$ cat config.mk
export PLATFORM = sky130hd
export DESIGN_NAME = pulse_quad_counter
export DESIGN_NICKNAME = d
export VERILOG_FILES = /design/src/rtl/pcq_pkg.sv /design/src/rtl/pcq_event_gen.sv /design/src/rtl/pcq_main_counter.sv /design/src/rtl/pcq_aux_counter.sv /design/src/rtl/pulse_quad_counter.sv
export SDC_FILE = /design/constraint.sdc
export NUM_CORES = 1
export LEC_CHECK = 0
export BUFFER_PORTS_ARGS = -buffer_cell sky130_fd_sc_hd__buf_4
export CAP_MARGIN = 10
export CELL_PAD_IN_SITES_DETAIL_PLACEMENT = 0
export CELL_PAD_IN_SITES_GLOBAL_PLACEMENT = 1
export CORE_UTILIZATION = 41
export DETAILED_ROUTE_END_ITERATION = 12
export PLACE_DENSITY = 0.89
export SYNTH_ARGS = -nofsm -noshare
export SYNTH_HDL_FRONTEND = slang
export SYNTH_SLANG_ARGS = --single-unit
export TNS_END_PERCENT = 10
$ cat constraint.sdc
create_clock -name clk -period 3.36 [get_ports clk]
set_clock_uncertainty 0.2 [all_clocks]
set_input_delay 0.168 -clock clk [delete_from_list [all_inputs] [get_ports clk]]
set_output_delay 0.168 -clock clk [all_outputs]
set_load 0.005 [all_outputs]
$ cat src/rtl/pcq_pkg.sv
package pcq_pkg;
  localparam int CTRL_W = 10;

  localparam logic [2:0] MD_OFF        = 3'd0;
  localparam logic [2:0] MD_SINGLE_OVS = 3'd1;
  localparam logic [2:0] MD_SINGLE_EXT = 3'd2;
  localparam logic [2:0] MD_QUAD_EXT   = 3'd3;
  localparam logic [2:0] MD_QUAD_X1    = 3'd4;
  localparam logic [2:0] MD_QUAD_X2    = 3'd5;
  localparam logic [2:0] MD_QUAD_X4    = 3'd6;

  localparam logic [1:0] SEL_MAIN_BOTH = 2'd0;
  localparam logic [1:0] SEL_MAIN_UP   = 2'd1;
  localparam logic [1:0] SEL_MAIN_DN   = 2'd2;

  typedef struct packed {
    logic       fall_edge;
    logic       dir_from_b;
    logic       dir_down;
    logic [1:0] aux_sel;
    logic [1:0] main_sel;
    logic [2:0] mode;
  } ctrl_t;
endpackage

$ cat src/rtl/pcq_event_gen.sv
module pcq_event_gen
  import pcq_pkg::*;
(
  input  logic       clk,
  input  logic       in_a,
  input  logic       in_b,
  input  logic [2:0] mode,
  input  logic       fall_edge,
  input  logic       dir_from_b,
  input  logic       dir_down,
  output logic       ev_up,
  output logic       ev_dn
);
  logic a_q, b_q;
  logic a_chg, b_chg, a_rise, a_fall, quad_up;
  logic hit, down;

  // previous-sample copies; they track the inputs at all times so that
  // a mode change never sees a stale edge
  always_ff @(posedge clk) begin
    a_q <= in_a;
    b_q <= in_b;
  end

  assign a_chg   = in_a ^ a_q;
  assign b_chg   = in_b ^ b_q;
  assign a_rise  = in_a & ~a_q;
  assign a_fall  = ~in_a & a_q;
  // phase rule: a leads b when the new a differs from the old b
  assign quad_up = in_a ^ b_q;

  always_comb begin
    hit  = 1'b0;
    down = 1'b0;
    unique case (mode)
      MD_SINGLE_OVS, MD_SINGLE_EXT: begin
        hit  = fall_edge ? a_fall : a_rise;
        down = dir_from_b ? in_b : dir_down;
      end
      MD_QUAD_EXT: begin
        hit  = a_rise;
        down = in_b;
      end
      MD_QUAD_X1: begin
        hit  = a_rise & ~b_chg;
        down = ~quad_up;
      end
      MD_QUAD_X2: begin
        hit  = a_chg & ~b_chg;
        down = ~quad_up;
      end
      MD_QUAD_X4: begin
        hit  = a_chg ^ b_chg;
        down = ~quad_up;
      end
      default: begin
        hit  = 1'b0;
        down = 1'b0;
      end
    endcase
  end

  assign ev_up = hit & ~down;
  assign ev_dn = hit & down;
endmodule

$ cat src/rtl/pcq_main_counter.sv
module pcq_main_counter
  import pcq_pkg::*;
#(
  parameter int CNT_W = 16
) (
  input  logic             clk,
  input  logic             rst_n,
  input  logic             ev_up,
  input  logic             ev_dn,
  input  logic [1:0]       sel,
  input  logic [CNT_W-1:0] top,
  output logic [CNT_W-1:0] cnt,
  output logic             ovf,
  output logic             unf
);
  localparam logic [CNT_W-1:0] ONE = CNT_W'(1);
  logic do_up, do_dn;

  assign do_up = ev_up & ((sel == SEL_MAIN_BOTH) | (sel == SEL_MAIN_UP));
  assign do_dn = ev_dn & ((sel == SEL_MAIN_BOTH) | (sel == SEL_MAIN_DN));

  always_ff @(posedge clk or negedge rst_n) begin
    if (!rst_n) begin
      cnt <= '0;
      ovf <= 1'b0;
      unf <= 1'b0;
    end else begin
      ovf <= 1'b0;
      unf <= 1'b0;
      if (do_up) begin
        if (cnt == top) begin
          cnt <= '0;
          ovf <= 1'b1;
        end else begin
          cnt <= cnt + ONE;
        end
      end else if (do_dn) begin
        if (cnt == '0) begin
          cnt <= top;
          unf <= 1'b1;
        end else begin
          cnt <= cnt - ONE;
        end
      end
    end
  end
endmodule

$ cat src/rtl/pcq_aux_counter.sv
module pcq_aux_counter #(
  parameter int CNT_W = 16
) (
  input  logic             clk,
  input  logic             rst_n,
  input  logic             ev_up,
  input  logic             ev_dn,
  input  logic [1:0]       sel,
  output logic [CNT_W-1:0] cnt
);
  logic inc;
  // bit 0 of the selector admits up events, bit 1 admits down events
  assign inc = (ev_up & sel[0]) | (ev_dn & sel[1]);

  always_ff @(posedge clk or negedge rst_n) begin
    if (!rst_n) cnt <= '0;
    else if (inc) cnt <= cnt + CNT_W'(1);
  end
endmodule

$ cat src/rtl/pulse_quad_counter.sv
module pulse_quad_counter
  import pcq_pkg::*;
#(
  parameter int CNT_W = 16
) (
  input  logic              clk,
  input  logic              rst_n,
  input  logic              in_a,
  input  logic              in_b,
  input  logic [CTRL_W-1:0] ctrl,
  input  logic [CNT_W-1:0]  top_val,
  output logic [CNT_W-1:0]  count,
  output logic [CNT_W-1:0]  aux_count,
  output logic              ovf,
  output logic              unf
);
  ctrl_t cw;
  logic  ev_up, ev_dn;

  assign cw = ctrl_t'(ctrl);

  pcq_event_gen u_evt (
    .clk        (clk),
    .in_a       (in_a),
    .in_b       (in_b),
    .mode       (cw.mode),
    .fall_edge  (cw.fall_edge),
    .dir_from_b (cw.dir_from_b),
    .dir_down   (cw.dir_down),
    .ev_up      (ev_up),
    .ev_dn      (ev_dn)
  );

  pcq_main_counter #(.CNT_W(CNT_W)) u_main (
    .clk   (clk),
    .rst_n (rst_n),
    .ev_up (ev_up),
    .ev_dn (ev_dn),
    .sel   (cw.main_sel),
    .top   (top_val),
    .cnt   (count),
    .ovf   (ovf),
    .unf   (unf)
  );

  pcq_aux_counter #(.CNT_W(CNT_W)) u_aux (
    .clk   (clk),
    .rst_n (rst_n),
    .ev_up (ev_up),
    .ev_dn (ev_dn),
    .sel   (cw.aux_sel),
    .cnt   (aux_count)
  );
endmodule

==> results.cfg <==
[power_and_ir_drop]
leakagePower_nw = 1.56
p_int_mw = 1.29
p_per_area_nw_per_um2 = 640
pwr-share-seq_pct = 36.8
p_sw_share_pct = 42.5
power_frac_comb_pct = 45.5
power_mw = 2.24
power.net_switching_uw = 952
peakVddDrop_mv = 0.208
clkPwrFrac_pct = 17.8

[clock_tree]
cts_max_path_buffers = 2
postCtsSetupRepairBufs = 0
cts_root_buf = clkbuf_8
cts_resized = 0
cts_tree = yes
cts_buffers = 5
cts-hold-fix-buffers = 8
cts_max_level = 2
clk_latency_ns = 0.30
clock-sinks = 36
clk_pin_slew_ns = 0.08

[place]
post-place-ws_ns = 0.665
place_hpwl_microns = 5550
dpl-instance-area_sq_um = 3300
placedCellCount = 447
portBuffers = 63
gp_congestion = 0.839

[logic_synthesis]
synth-compound-area-share_pct = 16.7
synth.area.top_cells = dfrtp_1 (30%), xnor2_1 (11%), nand3_1 (4.8%)
yosys.area_share.xor_xnor_pct = 12.1
yosysMostFrequentCell = xnor2_1
syn_area_sq_um = 2820
yosysTopAreaCell = dfrtp_1
synthMuxAreaShare_pct = 1.86
synth-simple-area-share_pct = 28.7
yosys_register_bits = 36
synthTopCellsByCount = xnor2_1 (35), dfrtp_1 (34), nand3_1 (27)
synth_warnings = 0
synth_top_area_share_pct = 30.1
synthAdderAreaFrac_pct = 2.66
synth_cell_types = 67
synth_enable_flop_cells = 0
synth_cells = 326
yosysSeqAreaShare_pct = 31.5
synthArstFlopShare_pct = 94.4
avgSynthCellArea_sq_um = 8.66
synth_top_family_by_area = simple AND/OR/NAND/NOR gates
ys.flop_type = dfrtp_1
syn_nets = 362

[sta]
hold_slack_ns = 0.0341
fmax_mhz = 355
layout_setup_ws_ns = 0.543
setup_viol = 0
timing.setup.tns_ns = 0
tightest_slew_ns = 0.745
slew_violations = 0
grt_setup_unrepaired = no
relSlewSlack_pct = 49.9
hold_viol = 0
fin_crit_ns = 2.82
fin_crit_sh_pct = 83.8

[detailed_routing]
dr.pass1.iters = 4
vias = 2683
drt_wl_total_microns = 7710
met1_length_microns = 3480
dr_wl_met3_microns = 482
wl_per_cell_microns = 16.6
dr.first_iter.drc_count = 153
via_per_inst = 5.79
met2_length_microns = 3560
drtAntennaViolNets = 0
drc_errors = 0
highest_layer = met4

[critical_path]
start_kind = input pin
crit_path_end_kind = flop
cp_data_required_time_ns = 3.38
critPathMaxFanout = 16
rrSetupSlack_ns = 0.57
worstSetupPathType = in2reg
cp.arrival_ns = 2.83

[global_route]
grtUsageTotal_pct = 22.7
antenna_found_initial = 0
grt_pass1_wl_microns = 13000
grt-ovfl-total = 0
grt_pass1_vias = 2590
grt_max_degree = 35

[outcome]
status = completed

[finish]
diodes = 0
synthToLayoutAreaGrowth_pct = 23.8
nNetsFinal = 421
final_core_util_pct = 53.8
stdcell_count = 463
drive_above_1_share_pct = 23.6
fin_area_sq_um = 3500

[floorplan]
num_io_pins = 64
die_height_microns = 85.0
rows = 29
start_util_pct = 43.5
coreArea_sq_um = 6490
die-area_sq_um = 7220
die_w_microns = 85.0

[worst_hold_path]
worstHoldPathType = in2reg

[job]
maxCapViolations = 0
-- critical path, stage by stage --
cell and delay [ns]:
dlygate4sd3_1 0.53, buf_4 0.15, ha_1 0.21, or2_0 0.21
a32o_1 0.28, a211oi_4 0.27, buf_4 0.26, a21o_1 0.24
buf_4 0.26, a21oi_1 0.06, o22ai_1 0.19
-- state kept, by name, summed over array words and instances, names as in the netlist --
name and flops:
u_aux.cnt 16, u_main.unf 1, u_main.ovf 1, u_main.cnt 16, u_evt.a_q 1, u_evt.b_q 1
-- layout by cell type, fill, tap and decap left out, types with 3 or more instances in the layout --
cell type / n
o211ai_1: 8
nor2_1: 17
mux2i_1: 3
buf_4: 68
nor3_1: 5
a21o_1: 4
nand3b_1: 5
nand4_1: 12
a2bb2oi_1: 3
dfrtp_1: 34
dlygate4sd3_1: 8
ha_1: 6
inv_1: 15
and2_1: 5
xor2_1: 4
nor3b_1: 4
and3_1: 13
xnor2_1: 35
o31ai_1: 4
a21oi_1: 9
nand3_1: 27
o22ai_1: 4
nor4_4: 3
nor4_1: 4
clkbuf_8: 5
nand2_1: 25
o21ai_0: 8
-- cell type report --
type	instances	area, sq um
inverter	15	56.3
multi-input combinational	251	1750
sequential	36	891
clock buffer	5	68.8
fill	629	3000
clock inverter	3	42.5
tap	77	96.3
timing repair buffer	76	591
-- layer usage --
layer  vias to the layer above  track usage [%]
li1                       1294                -
met1                      1279             31.3
met2                        93             35.3
met3                        17             4.38
met4                         0             8.63
met5                         -                0
-- kinds of logic (layout without fill, tap and decap cells) --
family                     after synthesis  after routing
AOI/OAI and AO/OA                       62             62
xor gates and xnor gates                39             39
adders and majority gates                6              6
buffers and inverters                   39             99
DFF                                     36             36
muxes                                    5              5
and+or+nand+nor                        139            139
-- final timing paths --
check / startpoint / end / cells after the start
max in group asynchronous: rst_n / u_aux.cnt[9] / 2
worst min-delay path: top_val[2] / u_main.cnt[2] / 4
min in group asynchronous: rst_n / u_main.cnt[8] / 2
worst max-delay path: in_a / u_main.cnt[15] / 11
worst min register to register: u_aux.cnt[15] / u_aux.cnt[15] / 1
worst max register to register: u_main.cnt[0] / u_main.cnt[2] / 8
-- power groups by stage --
stage          Sequential, mW  Combinational, mW  Clock, mW
2_1_floorplan           0.648              0.845          0
3_3_place_gp            0.816              0.988          0
3_5_place_dp            0.826               1.00          0
4_1_cts                 0.820               1.02      0.408
5_1_grt                 0.854               1.13      0.420
6_report                0.823               1.02      0.397
Power figures use the tool's default switching activity.
